**src/rtl/dram_ref_pkg.sv**
```systemverilog
package dram_ref_pkg;

   typedef enum logic [1:0] {
      ST_IDLE,
      ST_LEAD,
      ST_STROBE,
      ST_PRECH
   } strobe_st_t;

   typedef enum logic [1:0] {
      PH_PAUSE,
      PH_DUMMY,
      PH_RUN
   } init_phase_t;

   function automatic int max3(input int a, input int b, input int c);
      int m;
      m = (a > b) ? a : b;
      return (m > c) ? m : c;
   endfunction

endpackage

```
**src/rtl/ref_init_seq.sv**
```systemverilog
module ref_init_seq
   import dram_ref_pkg::*;
#(
   parameter int PAUSE_CYC = 25001,
   parameter int DUMMY_CNT = 8
) (
   input  logic clk,
   input  logic rst_n,
   input  logic ref_done,
   output logic dummy_owed,
   output logic ready
);

   localparam int PW = $clog2(PAUSE_CYC + 1);
   localparam int DW = $clog2(DUMMY_CNT + 1);

   generate
      if (PAUSE_CYC < 1) begin : g_bad_pause
         $error("PAUSE_CYC must be at least 1");
      end
      if (DUMMY_CNT < 1) begin : g_bad_dummy
         $error("DUMMY_CNT must be at least 1");
      end
   endgenerate

   init_phase_t     phase;
   logic [PW-1:0]   pause_cnt;
   logic [DW-1:0]   dummy_left;

   always_ff @(posedge clk or negedge rst_n) begin
      if (!rst_n) begin
         phase      <= PH_PAUSE;
         pause_cnt  <= '0;
         dummy_left <= DW'(DUMMY_CNT);
      end else begin
         unique case (phase)
            PH_PAUSE: begin
               if (pause_cnt == PW'(PAUSE_CYC - 1)) begin
                  phase <= PH_DUMMY;
               end else begin
                  pause_cnt <= pause_cnt + 1'b1;
               end
            end
            PH_DUMMY: begin
               if (ref_done) begin
                  dummy_left <= dummy_left - 1'b1;
                  if (dummy_left == DW'(1)) begin
                     phase <= PH_RUN;
                  end
               end
            end
            default: ;
         endcase
      end
   end

   assign dummy_owed = (phase == PH_DUMMY);
   assign ready      = (phase == PH_RUN);


   ready_sticky_chk: assert property (@(posedge clk) disable iff (!rst_n)
      ready |=> ready);


   pause_quiet_chk: assert property (@(posedge clk) disable iff (!rst_n)
      (phase == PH_PAUSE) |-> !ref_done);

endmodule

```
**src/rtl/ref_pacer.sv**
```systemverilog
module ref_pacer #(
   parameter int INTERVAL_CYC = 1950,
   parameter int PEND_MAX     = 4
) (
   input  logic clk,
   input  logic rst_n,
   input  logic enable,
   input  logic served,
   output logic owed
);

   localparam int IW = $clog2(INTERVAL_CYC);
   localparam int PW = $clog2(PEND_MAX + 1);

   generate
      if (INTERVAL_CYC < 2) begin : g_bad_ivl
         $error("INTERVAL_CYC must be at least 2");
      end
      if (PEND_MAX < 1) begin : g_bad_pend
         $error("PEND_MAX must be at least 1");
      end
   endgenerate

   logic [IW-1:0] ivl;
   logic [PW-1:0] pend;
   logic          tick;

   assign tick = enable && (ivl == IW'(INTERVAL_CYC - 1));

   always_ff @(posedge clk or negedge rst_n) begin
      if (!rst_n) begin
         ivl <= '0;
      end else if (enable) begin
         ivl <= tick ? '0 : ivl + 1'b1;
      end
   end

   always_ff @(posedge clk or negedge rst_n) begin
      if (!rst_n) begin
         pend <= '0;
      end else begin
         unique case ({tick, served})
            2'b10: if (pend != PW'(PEND_MAX)) pend <= pend + 1'b1;
            2'b01: pend <= pend - 1'b1;
            default: ;
         endcase
      end
   end

   assign owed = (pend != '0);


   pend_bound_chk: assert property (@(posedge clk) disable iff (!rst_n)
      pend <= PW'(PEND_MAX));


   served_has_debt_chk: assert property (@(posedge clk) disable iff (!rst_n)
      served |-> (pend != '0));

endmodule

```
**src/rtl/ref_strobe_fsm.sv**
```systemverilog
module ref_strobe_fsm
   import dram_ref_pkg::*;
#(
   parameter bit RAS_ONLY = 1'b0,
   parameter int T_LEAD   = 1,
   parameter int T_ACT    = 6,
   parameter int T_PRE    = 5
) (
   input  logic clk,
   input  logic rst_n,
   input  logic owed,
   input  logic gnt,
   output logic ras_n,
   output logic cas_n,
   output logic busy,
   output logic done
);

   localparam int MAXT     = max3(T_LEAD, T_ACT, T_PRE);
   localparam int CW       = $clog2(MAXT + 1);
   localparam bit USE_LEAD = !RAS_ONLY;

   generate
      if (T_ACT < 1 || T_PRE < 1) begin : g_bad_phase
         $error("T_ACT and T_PRE must be at least 1");
      end
      if (USE_LEAD && T_LEAD < 1) begin : g_bad_lead
         $error("CAS-first refresh needs T_LEAD of at least 1");
      end
   endgenerate

   strobe_st_t    state;
   logic [CW-1:0] cnt;
   logic          start;

   assign start = (state == ST_IDLE) && owed && gnt;

   always_ff @(posedge clk or negedge rst_n) begin
      if (!rst_n) begin
         state <= ST_IDLE;
         cnt   <= '0;
      end else begin
         unique case (state)
            ST_IDLE: begin
               if (start) begin
                  if (USE_LEAD) begin
                     state <= ST_LEAD;
                     cnt   <= CW'(T_LEAD - 1);
                  end else begin
                     state <= ST_STROBE;
                     cnt   <= CW'(T_ACT - 1);
                  end
               end
            end
            ST_LEAD: begin
               if (cnt == '0) begin
                  state <= ST_STROBE;
                  cnt   <= CW'(T_ACT - 1);
               end else begin
                  cnt <= cnt - 1'b1;
               end
            end
            ST_STROBE: begin
               if (cnt == '0) begin
                  state <= ST_PRECH;
                  cnt   <= CW'(T_PRE - 1);
               end else begin
                  cnt <= cnt - 1'b1;
               end
            end
            default: begin
               if (cnt == '0) begin
                  state <= ST_IDLE;
               end else begin
                  cnt <= cnt - 1'b1;
               end
            end
         endcase
      end
   end

   assign ras_n = (state != ST_STROBE);
   assign busy  = (state != ST_IDLE);
   assign done  = (state == ST_PRECH) && (cnt == '0);

   generate
      if (RAS_ONLY) begin : g_row_only
         assign cas_n = 1'b1;
      end else begin : g_cas_first
         assign cas_n = !((state == ST_LEAD) || (state == ST_STROBE));


         cas_lead_chk: assert property (@(posedge clk) disable iff (!rst_n)
            $fell(ras_n) |-> (!cas_n && $past(!cas_n)));
      end
   endgenerate


   idle_without_grant_chk: assert property (@(posedge clk) disable iff (!rst_n)
      ((state == ST_IDLE) && !gnt) |=> (state == ST_IDLE));


   done_pulse_chk: assert property (@(posedge clk) disable iff (!rst_n)
      done |=> !done);


   precharge_high_chk: assert property (@(posedge clk) disable iff (!rst_n)
      done |-> (ras_n && cas_n));

endmodule

```
**src/rtl/ref_row_ctr.sv**
```systemverilog
module ref_row_ctr #(
   parameter int ROW_W = 11
) (
   input  logic             clk,
   input  logic             rst_n,
   input  logic             step,
   output logic [ROW_W-1:0] row
);

   generate
      if (ROW_W < 1) begin : g_bad_row
         $error("ROW_W must be at least 1");
      end
   endgenerate

   always_ff @(posedge clk or negedge rst_n) begin
      if (!rst_n) begin
         row <= '0;
      end else if (step) begin
         row <= row + 1'b1;
      end
   end

endmodule

```
**src/rtl/dram_refresh_seq.sv**
```systemverilog
module dram_refresh_seq #(
   parameter bit RAS_ONLY     = 1'b0,
   parameter int ROW_W        = 11,
   parameter int PAUSE_CYC    = 25001,
   parameter int DUMMY_CNT    = 8,
   parameter int INTERVAL_CYC = 1950,
   parameter int PEND_MAX     = 4,
   parameter int RETAIN_CYC   = 4000000,
   parameter int T_LEAD       = 1,
   parameter int T_ACT        = 6,
   parameter int T_PRE        = 5,
   parameter int T_RC_CYC     = 11
) (
   input  logic             clk,
   input  logic             rst_n,
   input  logic             ref_gnt,
   output logic             ref_req,
   output logic             ref_done,
   output logic             ras_n,
   output logic             cas_n,
   output logic [ROW_W-1:0] row_addr,
   output logic             mem_ready
);

   localparam longint SWEEP_CYC = longint'(INTERVAL_CYC) * (longint'(1) << ROW_W);

   generate

      if (T_ACT + T_PRE < T_RC_CYC) begin : g_bad_trc
         $error("strobe and precharge time shorter than the random cycle");
      end
      if (SWEEP_CYC > longint'(RETAIN_CYC)) begin : g_bad_retain
         $error("refresh interval too long to cover all rows in the retention time");
      end
   endgenerate

   logic dummy_owed;
   logic pace_owed;
   logic owed;
   logic busy;
   logic done;

   ref_init_seq #(
      .PAUSE_CYC (PAUSE_CYC),
      .DUMMY_CNT (DUMMY_CNT)
   ) u_init (
      .clk        (clk),
      .rst_n      (rst_n),
      .ref_done   (done),
      .dummy_owed (dummy_owed),
      .ready      (mem_ready)
   );

   ref_pacer #(
      .INTERVAL_CYC (INTERVAL_CYC),
      .PEND_MAX     (PEND_MAX)
   ) u_pacer (
      .clk    (clk),
      .rst_n  (rst_n),
      .enable (mem_ready),
      .served (done && mem_ready),
      .owed   (pace_owed)
   );

   assign owed = dummy_owed || (mem_ready && pace_owed);

   ref_strobe_fsm #(
      .RAS_ONLY (RAS_ONLY),
      .T_LEAD   (T_LEAD),
      .T_ACT    (T_ACT),
      .T_PRE    (T_PRE)
   ) u_strobe (
      .clk   (clk),
      .rst_n (rst_n),
      .owed  (owed),
      .gnt   (ref_gnt),
      .ras_n (ras_n),
      .cas_n (cas_n),
      .busy  (busy),
      .done  (done)
   );

   assign ref_req  = owed && !busy;
   assign ref_done = done;

   generate
      if (RAS_ONLY) begin : g_row_drive
         logic [ROW_W-1:0] row;

         ref_row_ctr #(
            .ROW_W (ROW_W)
         ) u_row (
            .clk   (clk),
            .rst_n (rst_n),
            .step  (done),
            .row   (row)
         );

         assign row_addr = busy ? row : '0;


         row_hold_chk: assert property (@(posedge clk) disable iff (!rst_n)
            (!ras_n && $past(!ras_n)) |-> $stable(row_addr));
      end else begin : g_row_none
         assign row_addr = '0;
      end
   endgenerate


   req_idle_chk: assert property (@(posedge clk) disable iff (!rst_n)
      ref_req |-> (ras_n && cas_n));


   ready_after_done_chk: assert property (@(posedge clk) disable iff (!rst_n)
      $rose(mem_ready) |-> $past(ref_done));

endmodule

```
**config.mk**
```make
export PLATFORM = sky130hd
export DESIGN_NAME = dram_refresh_seq
export DESIGN_NICKNAME = d
export VERILOG_FILES = /design/src/rtl/dram_ref_pkg.sv /design/src/rtl/ref_init_seq.sv /design/src/rtl/ref_pacer.sv /design/src/rtl/ref_strobe_fsm.sv /design/src/rtl/ref_row_ctr.sv /design/src/rtl/dram_refresh_seq.sv
export SDC_FILE = /design/constraint.sdc
export NUM_CORES = 1
export LEC_CHECK = 0
export ABC_AREA = 1
export ABC_CLOCK_PERIOD_IN_PS = 1600
export BUFFER_PORTS_ARGS = -buffer_cell sky130_fd_sc_hd__clkbuf_2
export CORE_MARGIN = 3
export CORE_UTILIZATION = 30
export DETAILED_ROUTE_END_ITERATION = 10
export GPL_TIMING_DRIVEN = 0
export HOLD_SLACK_MARGIN = 0.12
export PLACE_DENSITY = 0.58
export SYNTH_ARGS = -nofsm -noshare
export SYNTH_HDL_FRONTEND = slang
export SYNTH_SLANG_ARGS = --single-unit
```
**constraint.sdc**
```tcl
create_clock -name clk -period 1.6 [get_ports clk]
set_input_delay 0 -clock clk [delete_from_list [all_inputs] [get_ports clk]]
set_output_delay 0 -clock clk [all_outputs]
set_load 0.005 [all_outputs]
```
# ---- Word level (Yosys, flattened, before mapping)
# Cells that the tools add are included.
dict set report word_totals {
  reg_bits 40
  in_bits 3
  out_inout_bits 16
  wordCells 76
}
dict set report classes {
  add_sub_neg 6
  eq_ne 20
  n_mux 17
  bitwise_logic 1
  n_reduce_logical 25
}
# op n
set op_table {}
lappend op_table {{$add A15 B1 Y15 const B} 1}
lappend op_table {{$eq A15 B15 Y1 const B} 1}
lappend op_table {{$mux W3} 5}
lappend op_table {{$mux W2} 7}
lappend op_table {{$ne A2 B1 Y1 const B} 7}
lappend op_table {{$add A11 B1 Y11 const B} 1}
lappend op_table {{$eq A11 B11 Y1 const B} 1}
lappend op_table {{$mux W11} 1}
lappend op_table {{$pmux W3 S3} 1}
lappend op_table {{$eq A2 B2 Y1 const B} 4}
lappend op_table {{$reduce_and A2 Y1} 4}
lappend op_table {{$reduce_and A4 Y1} 2}
lappend op_table {{$reduce_bool A2 Y1} 4}
lappend op_table {{$logic_and A1 B1 Y1} 7}
lappend op_table {{$eq A2 B1 Y1 const B} 3}
lappend op_table {{$pmux W2 S3} 1}
lappend op_table {{$pmux W3 S2} 1}
lappend op_table {{$sub A3 B1 Y3 const B} 2}
lappend op_table {{$eq A4 B1 Y1 const B} 1}
lappend op_table {{$logic_not A2 Y1} 2}
lappend op_table {{$ne A4 B3 Y1 const B} 1}
lappend op_table {{$pmux W2 S2} 1}
lappend op_table {{$sub A4 B1 Y4 const B} 1}
lappend op_table {{$add A3 B1 Y3 const B} 1}
lappend op_table {{7 further kinds} 9}

# ---- Depth between registers and ports, before layout
# Gate-level depths: netlist of the first run.
dict set report logic_depth {
  depth_word 7
  ltp_mapped 13
  ltp_nobuf 13
}

# ---- Modules after synthesis
# From an unflattened synthesis of the first run, not the netlist that was laid out.
dict set report hier_totals {
  hier_cells 384
  hier_area_um2 2725.1
}
# module instances cells_each area_per_inst_um2 seq_area_each_um2
set by_module_without_submodules {}
lappend by_module_without_submodules {ref_init_seq 1 180 1296.2 526.8}
lappend by_module_without_submodules {ref_pacer 1 118 875.8 350.3}
lappend by_module_without_submodules {ref_strobe_fsm 1 68 439.2 125.1}
lappend by_module_without_submodules {dram_refresh_seq 1 18 113.9 0.0}

# ---- Worst setup path after synthesis of the first run
# No wires, ideal clock.
dict set report synth_timing {
  path_kind {flip-flop to flip-flop}
  startpoint {reg u_strobe.cnt[0]}
  endpoint {reg u_pacer.pend[2]}
  setup_ps 113
  arrival_ps 1634
  required_ps 1487
  path_slack_ps -146
  stages_incl_launch_ff 13
  path_buffers 0
  synth_period_minus_slack_ps 1746
  path_cell_list {dfrtp_1 inv_1 ha_1 nand3_1 nor2_1 nand2_2 fa_1 inv_1 nand2_1 nand2_1 nand2_1 nand2_1 inv_1}
}
dict set report synth_via {
  elab_chain_cells 6
  word_cells_on_any_way 9
  classes_between {eq/ne: 3; mux: 1; reduce/logical: 5}
}
# item line_no
set synth_rtl {}
lappend synth_rtl {{start, declared} ref_strobe_fsm.sv:33} ;# logic [CW-1:0] cnt;
lappend synth_rtl {{start signal, assigned} ref_strobe_fsm.sv:48} ;# cnt <= CW'(T_LEAD - 1);
lappend synth_rtl {{start signal, assigned} ref_strobe_fsm.sv:51} ;# cnt <= CW'(T_ACT - 1);
lappend synth_rtl {{start signal, assigned} ref_strobe_fsm.sv:58} ;# cnt <= CW'(T_ACT - 1);
lappend synth_rtl {{$logic_not A3 Y1 (*)} ref_strobe_fsm.sv:84} ;# assign done = (state == ST_PRECH) && (cnt == '0);
lappend synth_rtl {{$logic_and A1 B1 Y1 (*)} ref_strobe_fsm.sv:84}
lappend synth_rtl {{$logic_and A1 B1 Y1 (*)} dram_refresh_seq.sv:61} ;# .served (done && mem_ready),
lappend synth_rtl {{$eq A2 B2 Y1 / $eq A2 B1 Y1 (equally long branches)} ref_pacer.sv:42} ;# unique case ({tick, served})
lappend synth_rtl {{$ne A2 B1 Y1 (no source line) / $reduce_bool A2 Y1 (equally long branches)} -}
lappend synth_rtl {{$reduce_and A2 Y1 (no source line)} -}
lappend synth_rtl {{end signal, assigned} ref_pacer.sv:43} ;# 2'b10: if (pend != PW'(PEND_MAX)) pend <= pend + 1'b1;
lappend synth_rtl {{end signal, assigned} ref_pacer.sv:44} ;# 2'b01: pend <= pend - 1'b1;
lappend synth_rtl {{end, declared} ref_pacer.sv:25} ;# logic [PW-1:0] pend;
# Every way passes the cells marked *; elsewhere a longest branch is shown, timed or not.
# A chain may end at the register's enable or synchronous reset.

# ---- Final worst setup path of the first run
dict set report layout_timing {
  startpoint {reg u_pacer.ivl[1]}
  endpoint {reg u_pacer.pend[1]}
}
dict set report layout_via {
  elab_chain_cells 5
  word_cells_on_any_way 8
  classes_between {eq/ne: 4; mux: 1; reduce/logical: 3}
}
# item line_no
set layout_rtl {}
lappend layout_rtl {{start, declared} ref_pacer.sv:24} ;# logic [IW-1:0] ivl;
lappend layout_rtl {{start signal, assigned} ref_pacer.sv:34} ;# ivl <= tick ? '0 : ivl + 1'b1;
lappend layout_rtl {{$eq A11 B11 Y1 (*)} ref_pacer.sv:28} ;# assign tick = enable && (ivl == IW'(INTERVAL_CYC - 1));
lappend layout_rtl {{$logic_and A1 B1 Y1 (*)} ref_pacer.sv:28}
lappend layout_rtl {{$eq A2 B2 Y1 / $eq A2 B1 Y1 (equally long branches)} ref_pacer.sv:42}
lappend layout_rtl {{$ne A2 B1 Y1 (no source line) / $reduce_bool A2 Y1 (equally long branches)} -}
lappend layout_rtl {{$reduce_and A2 Y1 (no source line)} -}
# Marks and branches as above.

==> results of run 1 <==
## critical path, delay by kind of cell, from the launching register on
kind / cells / cell delay, ns
adder cells (fa/ha/maj): 2 / 0.55
flip-flops: 1 / 0.40
buffers and inverters: 1 / 0.08
AND/OR/NAND/NOR: 4 / 0.40
AO/OA/AOI/OAI: 1 / 0.12
## how the worst max path moves through the flow
stage	slack, ns	to
after floorplan	-0.05	u_pacer.pend[2]
after global placement	-0.20	u_pacer.pend[2]
after detailed placement	-0.22	u_pacer.pend[2]
after CTS	-0.03	u_pacer.pend[2]
after global routing	-0.12	u_pacer.pend[2]
final	0.0005	u_pacer.pend[1]
## kinds of logic after synthesis
kind of cell | after synthesis | synth area share [%]
and+or+nand+nor | 168 | 29.1
adders and majority gates | 13 | 6.75
AOI/OAI and AO/OA | 24 | 4.96
muxes | 1 | 0.397
buffers and inverters | 64 | 11.9
other | 1 | 0.149
DFF | 40 | 39.8
xor gates and xnor gates | 20 | 6.95
## timing repair
item                                    in CTS  in global routing
endpoints found under the hold margin       40                  0
gates resized for setup                     14                 14
hold buffers                                 2                  0
pin swaps                                    3                  4
buffers inserted                            14                  1
endpoints found under the setup margin       9                 19
## synth_stat cells
master / number / area, µm²
nand2_1: 88 / 330
inv_1: 48 / 180
dfrtp_1: 39 / 976
nor2_1: 32 / 120
nand3_1: 18 / 90.1
xor2_1: 17 / 149
buf_4: 12 / 90.1
ha_1: 12 / 150
nand4_1: 9 / 56.3
o21ai_0: 9 / 45.0
nor3_1: 8 / 40.0
a21oi_1: 7 / 35.0
o21ai_1: 6 / 30.0
nor3_2: 3 / 30.0
or2_2: 3 / 18.8
xnor2_1: 3 / 26.3
buf_6: 2 / 22.5
inv_2: 2 / 7.51
nand2_2: 2 / 12.5
nor2_2: 2 / 12.5
conb_1: 1 / 3.75
dfstp_2: 1 / 26.3
fa_1: 1 / 20.0
mux2i_1: 1 / 10.0
nand3_2: 1 / 10.0
nor3b_1: 1 / 7.51
o21ai_2: 1 / 8.76
o22ai_1: 1 / 6.26
or2_1: 1 / 6.26
## layer usage
layer	up-vias	global-route usage, %
met5	-	0
met4	0	4.79
met3	11	2.44
met2	35	17.9
met1	964	14.2
li1	1089	-
## registers in the layout, summed over array words and instances, names as in the netlist
signal             flops
u_init.pause_cnt      15
u_pacer.ivl           11
u_init.dummy_left      4
u_pacer.pend           3
u_strobe.cnt           3
u_init.phase           2
u_strobe.state         2
## final cells by class
class	instances	area, µm²
Timing Repair Buffer	24	168
Tap cell	102	128
Inverter	50	188
Fill cell	835	4870
Multi-Input combinational cell	237	1360
Clock buffer	8	90.1
Buffer	14	116
Sequential cell	40	1000
## metrics by stage
| step | setup slack [ns] | util, % | setup TNS (ns) |
|---|---|---|---|
| after CTS | -0.0274 | 38.0 | -0.0367 |
| after floorplan | -0.0504 | - | -0.0645 |
| after detailed placement | -0.224 | 34.5 | -0.414 |
| after global routing | -0.115 | 38.5 | -0.333 |
| after global placement | -0.199 | 34.5 | -0.343 |
| final | 0.000533 | 38.5 | 0 |
## report_power, final
part	leakage (µW)	switching, µW	total [µW]	internal [µW]
registers	0.000541	0	1010	1010
logic	0.000895	29.5	51.0	21.6
clock network	0.0000455	365	717	352
total	0.00148	394	1780	1380
## cell usage in the layout, fill, tap and decap left out, types with 4 or more instances in the layout
master,netlist,layout
nor2_1,32,26
conb_1,1,11
inv_1,48,42
nand2_2,2,4
nand3_1,18,17
nand2_1,88,85
clkbuf_2,0,7
ha_1,12,9
a21oi_1,7,6
dfrtp_1,39,38
xor2_1,17,17
o21ai_1,6,7
nand4_1,9,9
o21ai_0,9,8
nor2_2,2,5
nor3_1,8,8
buf_4,12,26
inv_2,2,8
clkbuf_8,0,6
==> results.cfg, run 1 <==
[global_route]
grt_usage_pct = 11.1
grt_pass1_wl_um = 8810
grt_pass1_vias = 2023
gr-total-overflow = 0
grt_max_degree = 41
grt_antenna_before_repair = 0

[sta]
clock_skew_ns = 0.00635
setup-violations-final = 0
finalHoldViolCount = 0
fin_crit_ns = 1.60
drv_slew = 0
worstMarginPinSlew_ns = 1.00
fmax_mhz = 625
slew_headroom_pct = 33.0
post-route-period-util_pct = 100
whs_ns = 0.413
rsz0062_at_grt = true

[pwr]
power.density_nw_per_um2 = 582
finalPower_uw = 1780
peakVddDrop_uv = 372
leakagePower_uw = 0.00148

[cts]
tritoncts = built
clk_pin_slew_ns = 0.08
clockRootBuffer = clkbuf_8
numCtsBuffers = 5
clkLatencyLatePin_ns = 0.29
h-tree-depth = 2
cts.sinks = 40
clock_path_buffers = 2

[drt]
wl_per_cell_um = 10.3
wl_met1_um = 2390
dr_wl_met2_um = 2240
dr.pass1.iters = 4
ant_nets = 0
num_vias = 2099
wl_met3_um = 167
avgViaCountPerCell = 4.42
top_layer = met4
drt-initial-drc-count = 77
drt-total-wl_um = 4900
route.detailed.drc = 0

[synthesis]
syn_avg_cell_area_um2 = 7.62
yosysSeqAreaShare_pct = 39.8
syn_area_um2 = 2520
syn_inst = 331
yosys_warnings = 0
ys_seq_elements = 40
synth_cell_types = 29

[setup_path]
slowest_delay_ns = 0.43
r2r_cells = 8
cp_slowest_cell = fa_2
rrSetupSlack_ns = 0.0005
r2r-end = u_pacer.pend[1]
crit_required_ns = 1.83
path_cells = inv_2 -> ha_4 -> nand2_1 -> nor2_2 -> nand3_4 -> nand2_4 -> fa_2 -> a21oi_2
r2r_start = u_pacer.ivl[1]
cp-start-kind = register
critical_path_class = register to register
crit_start = u_pacer.ivl[1]
arrival_ns = 1.83
end_kind = register
cp_max_fo = 2

[floorplan]
ios = 19
start_util_pct = 31.8
dieArea_um2 = 9540
num_rows = 32
core_um2 = 7930
die_height_um = 97.7
die_x_um = 97.7

[run_status]
status = completed

[placement]
placed_cells = 450
place.gp.congestion = 0.847
placed_cell_area_um2 = 2740
port_buffers = 7
dp_hpwl_um = 3500

[cells_and_area]
fin_area_um2 = 3060
num_antenna_cells = 0
final_cells = 475
drive_above_1_share_pct = 21.2
areaGrowthSynthToFinish_pct = 21.2
layout.nets = 388

[worst_hold_path]
hold_class = input port to async pin

[run]
cap_violations = 0
Note: power is estimated with default switching activity, not from simulation.
==> run 2: changes to the inputs <==
==> constraint.sdc (replaced) <==
create_clock -name clk -period 1.6 [get_ports clk]
set_input_delay 0.16 -clock clk [delete_from_list [all_inputs] [get_ports clk]]
set_output_delay 0.16 -clock clk [all_outputs]
set_load 0.005 [all_outputs]
==> results.cfg, run 2 (same netlist as run 1, synthesis figures left out) <==
[placement]
place.gp.congestion = 0.847
pre_cts_ws_ns = -0.224
dp_hpwl_um = 3500
port_buffers = 7
placed_cell_area_um2 = 2740

[drt]
drt-initial-drc-count = 88
dr.pass1.iters = 4
num_vias = 2097
ant_nets = 0
drt-total-wl_um = 4890
avgViaCountPerCell = 4.42
wl_per_cell_um = 10.3
route.detailed.drc = 0

[cts]
tritoncts = built
clk_pin_slew_ns = 0.08
h-tree-depth = 2
clockRootBuffer = clkbuf_8
cts.sinks = 40
clkLatencyLatePin_ns = 0.30
numCtsBuffers = 5
clock_path_buffers = 2

[pwr]
finalPower_uw = 1780
peakVddDrop_uv = 374
leakagePower_uw = 0.00148
power.density_nw_per_um2 = 582

[sta]
slew_headroom_pct = 32.3
setup-violations-final = 2
whs_ns = 0.259
rsz0062_at_grt = true
post-route-period-util_pct = 101
drv_slew = 0
clock_skew_ns = 0.00516
tns_ns = -0.0142
finalHoldViolCount = 0
fmax_mhz = 621
fin_ws_ns = -0.0107
worstMarginPinSlew_ns = 1.02
fin_crit_ns = 1.61

[floorplan]
dieArea_um2 = 9540
num_rows = 32
die_x_um = 97.7
start_util_pct = 31.8
core_um2 = 7930
die_height_um = 97.7
ios = 19

[cells_and_area]
num_antenna_cells = 0
layout.nets = 387
final_common_cell = nand2_1
top_regs = u_init.pause_cnt (15), u_pacer.ivl (11), u_init.dummy_left (4)
final_cell_mix = nand2_1, inv_1, dfrtp_1, nor2_1, buf_4
fillers = 834
drive_above_1_share_pct = 22.0
fin_area_um2 = 3060
largest_reg_flops = 15
top_register = u_init.pause_cnt
areaGrowthSynthToFinish_pct = 21.3

[setup_path]
critical_path_class = register to register
cp-start-kind = register
crit_required_ns = 1.83
cp_max_fo = 3
arrival_ns = 1.84
end_kind = register

[global_route]
grt_usage_pct = 11.1
grt_pass1_wl_um = 8830
grt_antenna_before_repair = 0
gr-total-overflow = 0
grt_pass1_vias = 2024
grt_max_degree = 41

[run_status]
violations = negative setup slack
status = complete, but fails checks

[run]
cap_violations = 0

[worst_hold_path]
hold_class = input port to register
-- run 2: cell types whose count changed in the layout (fill, tap and decap cells not counted), sizes merged --
cell	previous run	this run
dlygate4sd3	2	1
clkbuf	15	14
buf	29	30
-- run 2: area by class of cell --
class | instances | area, µm² | share of cell area, %
multi-input combinational | 237 | 1370 | 44.8
inverter | 50 | 188 | 6.14
timing repair buffer | 23 | 161 | 5.28
tap | 102 | 128 | 4.17
buffer | 14 | 116 | 3.81
sequential | 40 | 1000 | 32.8
clock buffer | 8 | 90.1 | 2.95
-- run 2: report_power, final --
group	internal, µW	switching, µW	leakage [µW]	total [µW]
Sequential	1010	0	0.000541	1010
Clock	353	369	0.0000455	722
Combinational	20.0	29.3	0.000892	49.3
-- run 2: per-stage QoR --
stage	instances	util [%]
detailed placement	450	34.5
global placement	450	34.5
finish	474	38.6
global route	474	38.6
floorplan	341	-
CTS	473	37.9
-- run 2: timing repair --
| item | in CTS | in global routing |
|---|---|---|
| gates resized for setup | 15 | 18 |
| hold buffers | 1 | 0 |
| endpoints found under the setup margin | 9 | 22 |
| pin swaps | 3 | 4 |
| hold endpoints to repair | 39 | 0 |
| setup buffers | 14 | 1 |
-- run 2: metal layers --
layer / vias up / share of wire [%] / global-route usage [%]
met2: 31 / 46 / 17.9
met1: 967 / 48 / 14.3
met5: - / 0 / 0
met3: 13 / 3.2 / 2.44
met4: 0 / 2.6 / 4.79
li1: 1086 / - / -
-- run 2: path summary, 6_finish.rpt --
check | from | end | slack, ns | depth (start not counted)
max | u_strobe.state[1] | u_pacer.pend[0] | -0.01 | 10
min | ref_gnt | u_strobe.cnt[2] | 0.26 | 5
max reg2reg | u_strobe.state[1] | u_pacer.pend[0] | -0.01 | 10
min reg2reg | u_init.dummy_left[3] | u_init.dummy_left[3] | 0.50 | 2
max in group asynchronous | rst_n | u_init.pause_cnt[0] | 0.33 | 2
min in group asynchronous | rst_n | u_init.pause_cnt[5] | 0.57 | 2
-- run 2: worst max-delay path: stages (launching register included) --
cell,delay (ns)
dfrtp_1,0.43
ha_4,0.19
nand3_4,0.09
nor2_4,0.05
buf_4,0.13
buf_4,0.12
buf_4,0.12
nor2_2,0.08
nand2_2,0.07
nand2_2,0.11
xor2_1,0.15
